--- src/rtl/serial_capture.sv ---
module serial_capture #(
  parameter int WIDTH = 4
) (
  input  logic             clk,
  input  logic             rst,
  input  logic             dv,
  input  logic             x,
  output logic [WIDTH-1:0] y,
  output logic             done
);
  localparam int TW = (WIDTH > 2) ? $clog2(WIDTH - 1) : 1;
  localparam int IW = (WIDTH > 1) ? $clog2(WIDTH) : 1;
  localparam logic [TW-1:0] LAST = TW'(WIDTH - 2);

  typedef enum logic {ST_IDLE, ST_CAP} st_t;

  st_t           state;
  logic [TW-1:0] tmr;

  wire           start  = (state == ST_IDLE) && dv;
  wire           last   = (state == ST_CAP) && (tmr == LAST);
  wire           wr     = start || (state == ST_CAP);
  wire [IW-1:0]  wr_idx = start ? '0 : IW'(tmr) + IW'(1);

  always_ff @(posedge clk) begin
    if (rst) begin
      state <= ST_IDLE;
      tmr   <= '0;
      y     <= '0;
      done  <= 1'b0;
    end else begin
      if (wr) y[wr_idx] <= x;
      done <= last;
      if (start) state <= ST_CAP;
      else if (last) state <= ST_IDLE;
      if (state == ST_CAP && !last) tmr <= tmr + TW'(1);
      else tmr <= '0;
    end
  end

  assert_first_bit_R3: assert property (@(posedge clk) disable iff (rst)
    start |=> (y[0] == $past(x)) && (state == ST_CAP));

  assert_bit_pos_R4: assert property (@(posedge clk) disable iff (rst)
    (state == ST_CAP) |=> (y[IW'($past(tmr)) + IW'(1)] == $past(x)));

  assert_idle_hold_R2: assert property (@(posedge clk) disable iff (rst)
    (state == ST_IDLE && !dv) |=> ($stable(y) && state == ST_IDLE));

  assert_burst_end_R5: assert property (@(posedge clk) disable iff (rst)
    last |=> (done && state == ST_IDLE && tmr == '0));

  assert_done_pulse_R6: assert property (@(posedge clk) disable iff (rst)
    done |=> !done);

  assert_dv_ignored_R7: assert property (@(posedge clk) disable iff (rst)
    (state == ST_CAP && tmr != LAST) |=> (state == ST_CAP && tmr == $past(tmr) + TW'(1)));

  assert_timer_idle_R10: assert property (@(posedge clk) disable iff (rst)
    (state == ST_IDLE) |-> (tmr == '0));
endmodule

--- config.mk ---
export PLATFORM = sky130hd
export DESIGN_NAME = serial_capture
export DESIGN_NICKNAME = d
export VERILOG_FILES = /design/src/rtl/serial_capture.sv
export SDC_FILE = /design/constraint.sdc
export NUM_CORES = 1
export LEC_CHECK = 0
export BUFFER_PORTS_ARGS = -buffer_cell sky130_fd_sc_hd__buf_2
export CAP_MARGIN = 20
export CORE_AREA = 2 2 39 41
export DETAILED_ROUTE_END_ITERATION = 6
export DIE_AREA = 0 0 41 43
export GPL_TIMING_DRIVEN = 0
export RECOVER_POWER = 100
export SETUP_SLACK_MARGIN = 0.05
export SLEW_MARGIN = 10
export SYNTH_ARGS = -nofsm -noshare
export SYNTH_HDL_FRONTEND = slang
export SYNTH_SLANG_ARGS = --single-unit
--- constraint.sdc ---
create_clock -name clk -period 3.9 [get_ports clk]
set_clock_uncertainty 0.05 [all_clocks]
set_input_delay 0.78 -clock clk [delete_from_list [all_inputs] [get_ports clk]]
set_output_delay 0.78 -clock clk [all_outputs]
set_load 0.02 [all_outputs]
==> summary.txt, run 1 <==
Yosys
  • Synthesized netlist net count: 34
  • Mean post-synth cell area: 11.0 µm²
  • #FFs+latches synth: 8
  • Post-synthesis instance area: 320 µm²
  • Cell count after synthesis: 29
  • Count of synthesis-stage warnings from yosys: 0
  • Part of the Yosys area used for sequential elements: 50.0%
  • Synth cell types: 16

Timing
  • Final Critical Period: 1.63 ns
  • Hold slack final: 0.445 ns
  • Number of failing setup endpoints in the final timing report: 0
  • Least setup slack across all paths after layout: 2.27 ns
  • Maximum achievable frequency: 614 MHz
  • Setup TNS: 0 ns
  • Worst slew margin: 83.6%
  • Final max-slew violation count: 0
  • Hold violation total from the final report: 0
  • Setup repair after global routing missed its margin: false
  • Period utilisation layout: 41.8%
  • Worst Max-Slew Pin Slew: 0.247 ns

Clock tree
  • Total CTS buffers: 3
  • Setup repair bufs after CTS: 0
  • # hold bufs at CTS: 0
  • Resize count post-CTS: 0
  • # clock sinks: 8
  • Maximum root-to-sink buffer count: 2
  • Clock insertion delay at the later pin of the skew report: 0.25 ns
  • TritonCTS clock tree: built
  • Clock transition at the registers of the reported paths: 0.05 ns
  • CTS root buf: sky130_fd_sc_hd__clkbuf_4
  • H-tree depth: 1

Floorplanning
  • Die extent in y: 43 µm
  • Effective utilization at floorplan: 23.1%
  • Core box area: 1380 µm²
  • Full die area: 1760 µm²
  • Count of boundary I/O pins: 9
  • Die outline width: 41 µm
  • Number of placement rows: 14

Worst setup path
  • Critical Path Max Stage Delay: 0.32 ns
  • Crit path kind: reg -> out
  • CP Capture Type: output port
  • Arrival time of the worst setup path: 0.80 ns
  • RR Startpoint: tmr[0]$_SDFF_PP0_
  • Cell at the slowest stage of the critical path: sky130_fd_sc_hd__dfxtp_1
  • CP top delay family: flip-flops
  • Largest fanout on the critical path: 2
  • Critical path origin: y[3]$_SDFFE_PP0P_
  • Critical Path, Cell by Cell: clkbuf_1
  • CP required: 3.07 ns
  • Kind of start point of the critical path: register
  • Buffer and inverter count on the worst path: 1

Detailed routing
  • Initial DRC Count: 0
  • Wire per inst: 9.84 µm
  • Length of the first detailed-routing pass in iterations: 1
  • WL final: 551 µm
  • Via Count: 252
  • Drt drc: 0
  • Antenna Nets Post-Route: 0
  • Routed via count divided by cell count: 4.50

Place
  • Gpl congestion: 0.730
  • Total cell area at the placement stage: 380 µm²
  • Sum of net half-perimeters after detailed placement: 376 µm
  • Count of input and output buffers: 8
  • Pre-CTS setup slack: 2.44 ns

GRT
  • Total track usage: 9.15%
  • Wire length of the first global-routing pass: 1.01 mm
  • Number of antenna violations at the first check in global routing: 0
  • Grt total ovfl: 0
  • Largest net degree at the start of global routing: 10
  • Via count of the first global-routing pass: 234

Min path
  • Hold WC Path Type: reg -> reg
  • HP Start: y[1]$_SDFFE_PP0P_

Final layout
  • Final design instance area without fill: 392 µm²
  • Leading cell type in the layout, fill and taps excluded: sky130_fd_sc_hd__dfxtp_1
  • Core Util, Final: 28.3%
  • Antenna cell count: 0
  • Fraction of layout instances using a drive strength above 1: 17.5%
  • Post-layout net count: 47
  • Commonest cells after routing, fill and taps aside: sky130_fd_sc_hd__dfxtp_1, sky130_fd_sc_hd__clkbuf_1
  • Signed area change from the synthesized netlist to the final layout: 22.3%
  • Fill cell instance count of the final layout: 151

Outcome
  • Status: complete, no violations

Power and ir drop
  • Total power density per cell area: 424 nW/µm²
  • Static leakage: 0.170 nW
  • Worst voltage drop across the vdd grid: 0.180 mV

Flow run
  • Max-cap violation count: 0
-- flip-flops by register name, indices dropped and copies added, names as in the netlist --
signal and flops:
y 4, tmr 2, done 1, state 1
-- worst min-delay path, delay by kind of cell (launching register included) --
| kind | cells | cell delay [ns] |
|---|---|---|
| and+or+nand+nor | 1 | 0.07 |
| DFF | 1 | 0.32 |
| muxes | 1 | 0.07 |
-- synthesized netlist by cell type --
master	number	area [µm²]
sky130_fd_sc_hd__dfxtp_1	8	160
sky130_fd_sc_hd__mux2i_1	3	30.0
sky130_fd_sc_hd__nor2_1	3	11.3
sky130_fd_sc_hd__nand3b_1	2	15.0
sky130_fd_sc_hd__nor4b_1	2	17.5
sky130_fd_sc_hd__a21boi_0	1	7.51
sky130_fd_sc_hd__a21oi_1	1	5.00
sky130_fd_sc_hd__and3_1	1	6.26
sky130_fd_sc_hd__and3b_2	1	10.0
sky130_fd_sc_hd__ha_1	1	12.5
sky130_fd_sc_hd__inv_1	1	3.75
sky130_fd_sc_hd__nand2b_1	1	6.26
sky130_fd_sc_hd__nand3_1	1	5.00
sky130_fd_sc_hd__nor3b_2	1	12.5
sky130_fd_sc_hd__o21ba_1	1	10.0
sky130_fd_sc_hd__or2b_1	1	7.51
-- routing by layer --
layer  track usage (%)  share of wire [%]  vias to the layer above
met5                 0                  0                        -
met4              4.00               0.91                        0
met3              7.85                8.3                        2
met2              11.6                 45                        8
met1              10.7                 46                      116
li1                  -                  -                      126
-- path summary, 6_finish.rpt --
path                       endpoint  slack (ns)  cells past startpoint
setup / recovery               y[3]        2.27                      1
hold reg to reg   y[1]$_SDFFE_PP0P_        0.44                      2
hold / removal    y[1]$_SDFFE_PP0P_        0.44                      2
setup reg to reg  y[3]$_SDFFE_PP0P_        2.41                      5
-- where the power goes --
group | switching, W | leakage, nW | total, W | internal, W
logic | 0.00000826 | 0.0911 | 0.0000160 | 0.00000779
clock network | 0.0000267 | 0.0138 | 0.0000618 | 0.0000351
registers | 0.00000315 | 0.0652 | 0.0000883 | 0.0000852
-- through the flow --
step | std cells | total power, W
6_report | 56 | 0.000166
5_1_grt | 56 | 0.000178
3_3_place_gp | 53 | 0.000107
4_1_cts | 56 | 0.000171
3_5_place_dp | 53 | 0.000107
2_1_floorplan | 29 | 0.000101
-- final cells by class --
class                      instances  area, µm²  area share, %
clock buffer                       3       22.5           5.75
inverter                           1       3.75          0.958
timing repair buffer               8       33.8           8.63
multi-input combinational         20        151           38.7
sequential                         8        160           40.9
tap                               16       20.0           5.11
-- cells by family after synthesis --
logic type | after synthesis | share of synthesized area [%]
multiplexers | 3 | 9.38
adder cells (fa/ha/maj) | 1 | 3.91
flip-flops | 8 | 50.0
AO/OA/AOI/OAI | 3 | 7.03
buffers and inverters | 1 | 1.17
AND/OR/NAND/NOR | 13 | 28.5
(Power assumes the default switching activity.)
==> run 2: changes to the inputs <==
==> constraint.sdc (replaced) <==
create_clock -name clk -period 1.6 [get_ports clk]
set_clock_uncertainty 0.05 [all_clocks]
set_input_delay 0.32 -clock clk [delete_from_list [all_inputs] [get_ports clk]]
set_output_delay 0.32 -clock clk [all_outputs]
set_load 0.02 [all_outputs]
==> summary.txt, run 2 (synthesized netlist as in run 1, its figures left out) <==
Floorplanning
  • Effective utilization at floorplan: 23.1%
  • Number of placement rows: 14
  • Full die area: 1760 µm²
  • Die extent in y: 43 µm
  • Die outline width: 41 µm
  • Count of boundary I/O pins: 9
  • Core box area: 1380 µm²

Clock tree
  • Clock insertion delay at the later pin of the skew report: 0.25 ns
  • Setup repair bufs after CTS: 0
  • Clock transition at the registers of the reported paths: 0.05 ns
  • TritonCTS clock tree: built
  • CTS root buf: sky130_fd_sc_hd__clkbuf_4
  • H-tree depth: 1
  • Total CTS buffers: 3
  • # clock sinks: 8
  • # hold bufs at CTS: 0
  • Resize count post-CTS: 0
  • Maximum root-to-sink buffer count: 2

GRT
  • Number of antenna violations at the first check in global routing: 0
  • Via count of the first global-routing pass: 234
  • Grt total ovfl: 0
  • Largest net degree at the start of global routing: 10
  • Wire length of the first global-routing pass: 1.01 mm
  • Total track usage: 9.15%

Timing
  • Hold slack final: 0.300 ns
  • Period utilisation layout: 87.5%
  • Hold violation total from the final report: 0
  • Setup TNS: 0 ns
  • Number of failing setup endpoints in the final timing report: 0
  • Final max-slew violation count: 0
  • Worst Max-Slew Pin Slew: 0.247 ns
  • Worst slew margin: 83.6%
  • Maximum achievable frequency: 714 MHz
  • Setup repair after global routing missed its margin: false
  • Final Critical Period: 1.40 ns

Worst setup path
  • CP Capture Type: register
  • CP required: 1.69 ns
  • Critical Path, Cell by Cell: inv_1, ha_1, nand3_1, and3_1, o21ba_1
  • RR Startpoint: tmr[0]$_SDFF_PP0_
  • Arrival time of the worst setup path: 1.49 ns
  • Buffer and inverter count on the worst path: 1
  • Critical Path Max Stage Delay: 0.38 ns
  • Critical path origin: tmr[0]$_SDFF_PP0_
  • CP top delay family: flip-flops
  • Kind of start point of the critical path: register
  • Largest fanout on the critical path: 6
  • Crit path kind: reg -> reg
  • Cell at the slowest stage of the critical path: sky130_fd_sc_hd__dfxtp_2

Detailed routing
  • WL final: 557 µm
  • Length of the first detailed-routing pass in iterations: 1
  • Initial DRC Count: 0
  • Routed via count divided by cell count: 4.48
  • Antenna Nets Post-Route: 0
  • Via Count: 251
  • Drt drc: 0
  • Wire per inst: 9.95 µm

Place
  • Count of input and output buffers: 8
  • Gpl congestion: 0.730
  • Sum of net half-perimeters after detailed placement: 376 µm

Power and ir drop
  • Switching power: 0.0000936 W
  • Sequential fraction of design power: 53.1%
  • Cell-internal power: 0.000313 W
  • Logic pwr share: 9.8%
  • Worst voltage drop across the vdd grid: 0.438 mV
  • Total power density per cell area: 1020 nW/µm²
  • Clk pwr share: 37.1%
  • Sw Ratio: 23.0%
  • Static leakage: 0.172 nW

Flow run
  • Max-cap violation count: 0

Min path
  • HP Start: rst
  • Hold WC Path Type: in -> reg

Final layout
  • Leading cell type in the layout, fill and taps excluded: sky130_fd_sc_hd__dfxtp_1
  • Max reg flops: 4
  • Commonest cells after routing, fill and taps aside: sky130_fd_sc_hd__dfxtp_1, sky130_fd_sc_hd__clkbuf_1
  • Fill cell instance count of the final layout: 149
  • Regs by FF count: y: 4 flops, tmr: 2 flops
  • Register containing the most flip-flops in the final layout: y
  • Post-layout net count: 47
  • Fraction of layout instances using a drive strength above 1: 22.5%
  • Antenna cell count: 0
  • Signed area change from the synthesized netlist to the final layout: 24.2%

Outcome
  • Status: complete, no violations
-- run 2: final timing paths --
check | endpoint | slack [ns] | cells after the start
hold / removal | state$_SDFFE_PP0P_ | 0.30 | 2
setup / recovery | y[0]$_SDFFE_PP0P_ | 0.20 | 5
setup reg to reg | y[0]$_SDFFE_PP0P_ | 0.20 | 5
hold reg to reg | tmr[0]$_SDFF_PP0_ | 0.43 | 1
-- run 2: routing by layer --
layer | up-vias | track usage (%) | share of wire (%)
li1 | 126 | - | -
met1 | 115 | 10.7 | 47
met2 | 8 | 11.6 | 44
met3 | 2 | 7.85 | 8.3
met4 | 0 | 4.00 | 0.90
met5 | - | 0 | 0
-- run 2: power by group through the flow --
stage	Sequential [W]	Combinational, W	Clock [W]
5_1_grt	0.000218	0.0000454	0.000172
3_5_place_dp	0.000220	0.0000413	0
3_3_place_gp	0.000219	0.0000405	0
6_report	0.000216	0.0000400	0.000151
4_1_cts	0.000215	0.0000416	0.000161
2_1_floorplan	0.000223	0.0000229	0
-- run 2: area by class of cell --
type	instances	area [µm²]	area share (%)
Multi-Input combinational cell	20	156	39.3
Inverter	1	3.75	0.943
Clock buffer	3	22.5	5.66
Timing Repair Buffer	8	33.8	8.49
Tap cell	16	20.0	5.03
Sequential cell	8	161	40.6
-- run 2: through the flow --
step / total power, W / worst slack (ns) / cell area [µm²] / cells / utilization, %
4_1_cts: 0.000418 / 0.136 / 403 / 56 / 29.1
5_1_grt: 0.000435 / 0.0550 / 398 / 56 / 28.8
2_1_floorplan: 0.000246 / 0.246 / 320 / 29 / -
3_5_place_dp: 0.000261 / 0.141 / 380 / 53 / 27.5
6_report: 0.000407 / 0.200 / 398 / 56 / 28.8
3_3_place_gp: 0.000260 / 0.162 / 380 / 53 / 27.5
==> run 3: changes to the inputs <==
==> constraint.sdc (replaced) <==
create_clock -name clk -period 1.3 [get_ports clk]
set_clock_uncertainty 0.05 [all_clocks]
set_input_delay 0.26 -clock clk [delete_from_list [all_inputs] [get_ports clk]]
set_output_delay 0.26 -clock clk [all_outputs]
set_load 0.02 [all_outputs]
==> summary.txt, run 3 (synthesized netlist as in run 1, its figures left out) <==
Clock tree
  • CTS root buf: sky130_fd_sc_hd__clkbuf_4
  • Clock insertion delay at the later pin of the skew report: 0.25 ns
  • Clock transition at the registers of the reported paths: 0.05 ns
  • Total CTS buffers: 3
  • TritonCTS clock tree: built
  • H-tree depth: 1
  • Maximum root-to-sink buffer count: 2
  • # hold bufs at CTS: 0
  • # clock sinks: 8

Worst setup path
  • Cell at the slowest stage of the critical path: sky130_fd_sc_hd__dfxtp_4
  • Critical Path Max Stage Delay: 0.34 ns
  • Minimum setup slack among reg-to-reg paths: 0.08 ns
  • CP required: 1.39 ns
  • Buffer and inverter count on the worst path: 1
  • Kind of start point of the critical path: register
  • Depth of the critical timing path with buffers and inverters included: 5
  • Worst reg-to-reg path cell count: 5
  • Critical path origin: tmr[0]$_SDFF_PP0_
  • Arrival time of the worst setup path: 1.30 ns
  • Worst setup path end: y[0]$_SDFFE_PP0P_
  • Critical Path, Cell by Cell: inv_2, ha_4, nand3_1, and3_1, o21ba_1
  • Largest fanout on the critical path: 5
  • Endpoint of the worst register-to-register path: y[0]$_SDFFE_PP0P_
  • Crit path kind: reg -> reg
  • RR Startpoint: tmr[0]$_SDFF_PP0_
  • CP top delay family: flip-flops
  • CP Capture Type: register

Final layout
  • Leading cell type in the layout, fill and taps excluded: sky130_fd_sc_hd__dfxtp_1
  • Regs by FF count: y: 4 flops, tmr: 2 flops
  • Max reg flops: 4
  • Area of combinational cells with multiple inputs: 169 µm²
  • Register containing the most flip-flops in the final layout: y
  • Number of standard cells in the layout, taps in and fillers out: 57
  • Signed area change from the synthesized netlist to the final layout: 31.3%
  • Fill cell instance count of the final layout: 153
  • Core Util, Final: 30.4%
  • Final design instance area without fill: 420 µm²
  • Post-layout net count: 48
  • Antenna cell count: 0
  • Fraction of layout instances using a drive strength above 1: 29.3%
  • Area of all sequential standard cells: 164 µm²
  • Commonest cells after routing, fill and taps aside: sky130_fd_sc_hd__dfxtp_1, sky130_fd_sc_hd__clkbuf_1

Detailed routing
  • Via Count: 237
  • Antenna Nets Post-Route: 0
  • Wire per inst: 9.82 µm
  • WL final: 560 µm
  • Drt drc: 0
  • Length of the first detailed-routing pass in iterations: 2
  • Initial DRC Count: 1
  • Routed via count divided by cell count: 4.16

GRT
  • Wire length of the first global-routing pass: 848 µm
  • Total track usage: 7.74%
  • Grt total ovfl: 0
  • Largest net degree at the start of global routing: 10
  • Number of antenna violations at the first check in global routing: 0
  • Via count of the first global-routing pass: 212

Flow run
  • Max-cap violation count: 0

Place
  • Total cell area at the placement stage: 394 µm²
  • Sum of net half-perimeters after detailed placement: 406 µm
  • Placed cell count: 53
  • Count of input and output buffers: 8
  • Gpl congestion: 0.665

Min path
  • WHS Path Cells: 2
  • Hold WC Path Type: in -> reg
  • HP Start: rst

Power and ir drop
  • Logic pwr share: 11.5%
  • Worst voltage drop across the vdd grid: 0.480 mV
  • Sequential fraction of design power: 52.7%
  • Cell-internal power: 0.000389 W
  • Static leakage: 0.178 nW
  • Clk pwr share: 35.9%
  • Switching power: 0.000111 W
  • Sw Ratio: 22.2%
  • Total power density per cell area: 1190 nW/µm²

Timing
  • Period utilisation layout: 93.6%
  • Final Critical Period: 1.22 ns
  • Number of failing setup endpoints in the final timing report: 0
  • Worst Max-Slew Pin Slew: 0.234 ns
  • Setup repair after global routing missed its margin: true
  • Hold slack final: 0.224 ns
  • Hold violation total from the final report: 0
  • Worst slew margin: 84.2%
  • Final max-slew violation count: 0
  • Maximum achievable frequency: 822 MHz

Floorplanning
  • Effective utilization at floorplan: 23.1%
  • Number of placement rows: 14
  • Die extent in y: 43 µm
  • Die outline width: 41 µm
  • Full die area: 1760 µm²
  • Core box area: 1380 µm²
  • Count of boundary I/O pins: 9

Outcome
  • Status: complete, no violations
[run 3: metal layers]
layer  global-route usage (%)  up-vias  wire length, µm
met5                        0        -                0
met4                     6.00        0                0
li1                         -      127                -
met1                     7.74      104              277
met2                     10.0        6              253
met3                     6.28        0               29
[run 3: worst min-delay path by stage]
stage	end
3_5_place_dp	tmr[0]$_SDFF_PP0_
4_1_cts	tmr[0]$_SDFF_PP0_
5_1_grt	state$_SDFFE_PP0P_
2_1_floorplan	state$_SDFFE_PP0P_
6_report	state$_SDFFE_PP0P_
3_3_place_gp	tmr[0]$_SDFF_PP0_
[run 3: layout make-up]
class,instances,area share [%]
clock buffers,3,5.36
inverters,1,0.893
multi-input cells,20,40.2
flip-flops and latches,8,39.0
well taps,16,4.76
repair buffers,9,9.82
[run 3: power groups by stage]
stage / Sequential [W] / Combinational [W] / Clock (W)
finish: 0.000264 / 0.0000574 / 0.000179
global route: 0.000265 / 0.0000631 / 0.000205
CTS: 0.000263 / 0.0000598 / 0.000192
detailed placement: 0.000271 / 0.0000547 / 0
global placement: 0.000271 / 0.0000540 / 0
floorplan: 0.000275 / 0.0000315 / 0
[run 3: what timing repair did]
item / CTS / global route
endpoints found under the setup margin: 2 / 2
setup buffers: 1 / 0
gates resized for setup: 1 / 0
pin swaps: 1 / 0
[run 3: per-stage QoR]
| step | power (W) | worst slack [ns] | TNS (ns) |
|---|---|---|---|
| global route | 0.000533 | 0.0145 | 0 |
| CTS | 0.000515 | 0.0709 | 0 |
| floorplan | 0.000307 | 0.0584 | 0 |
| detailed placement | 0.000326 | -0.0118 | -0.0118 |
| global placement | 0.000325 | -0.00199 | -0.00199 |
| finish | 0.000501 | 0.0830 | 0 |
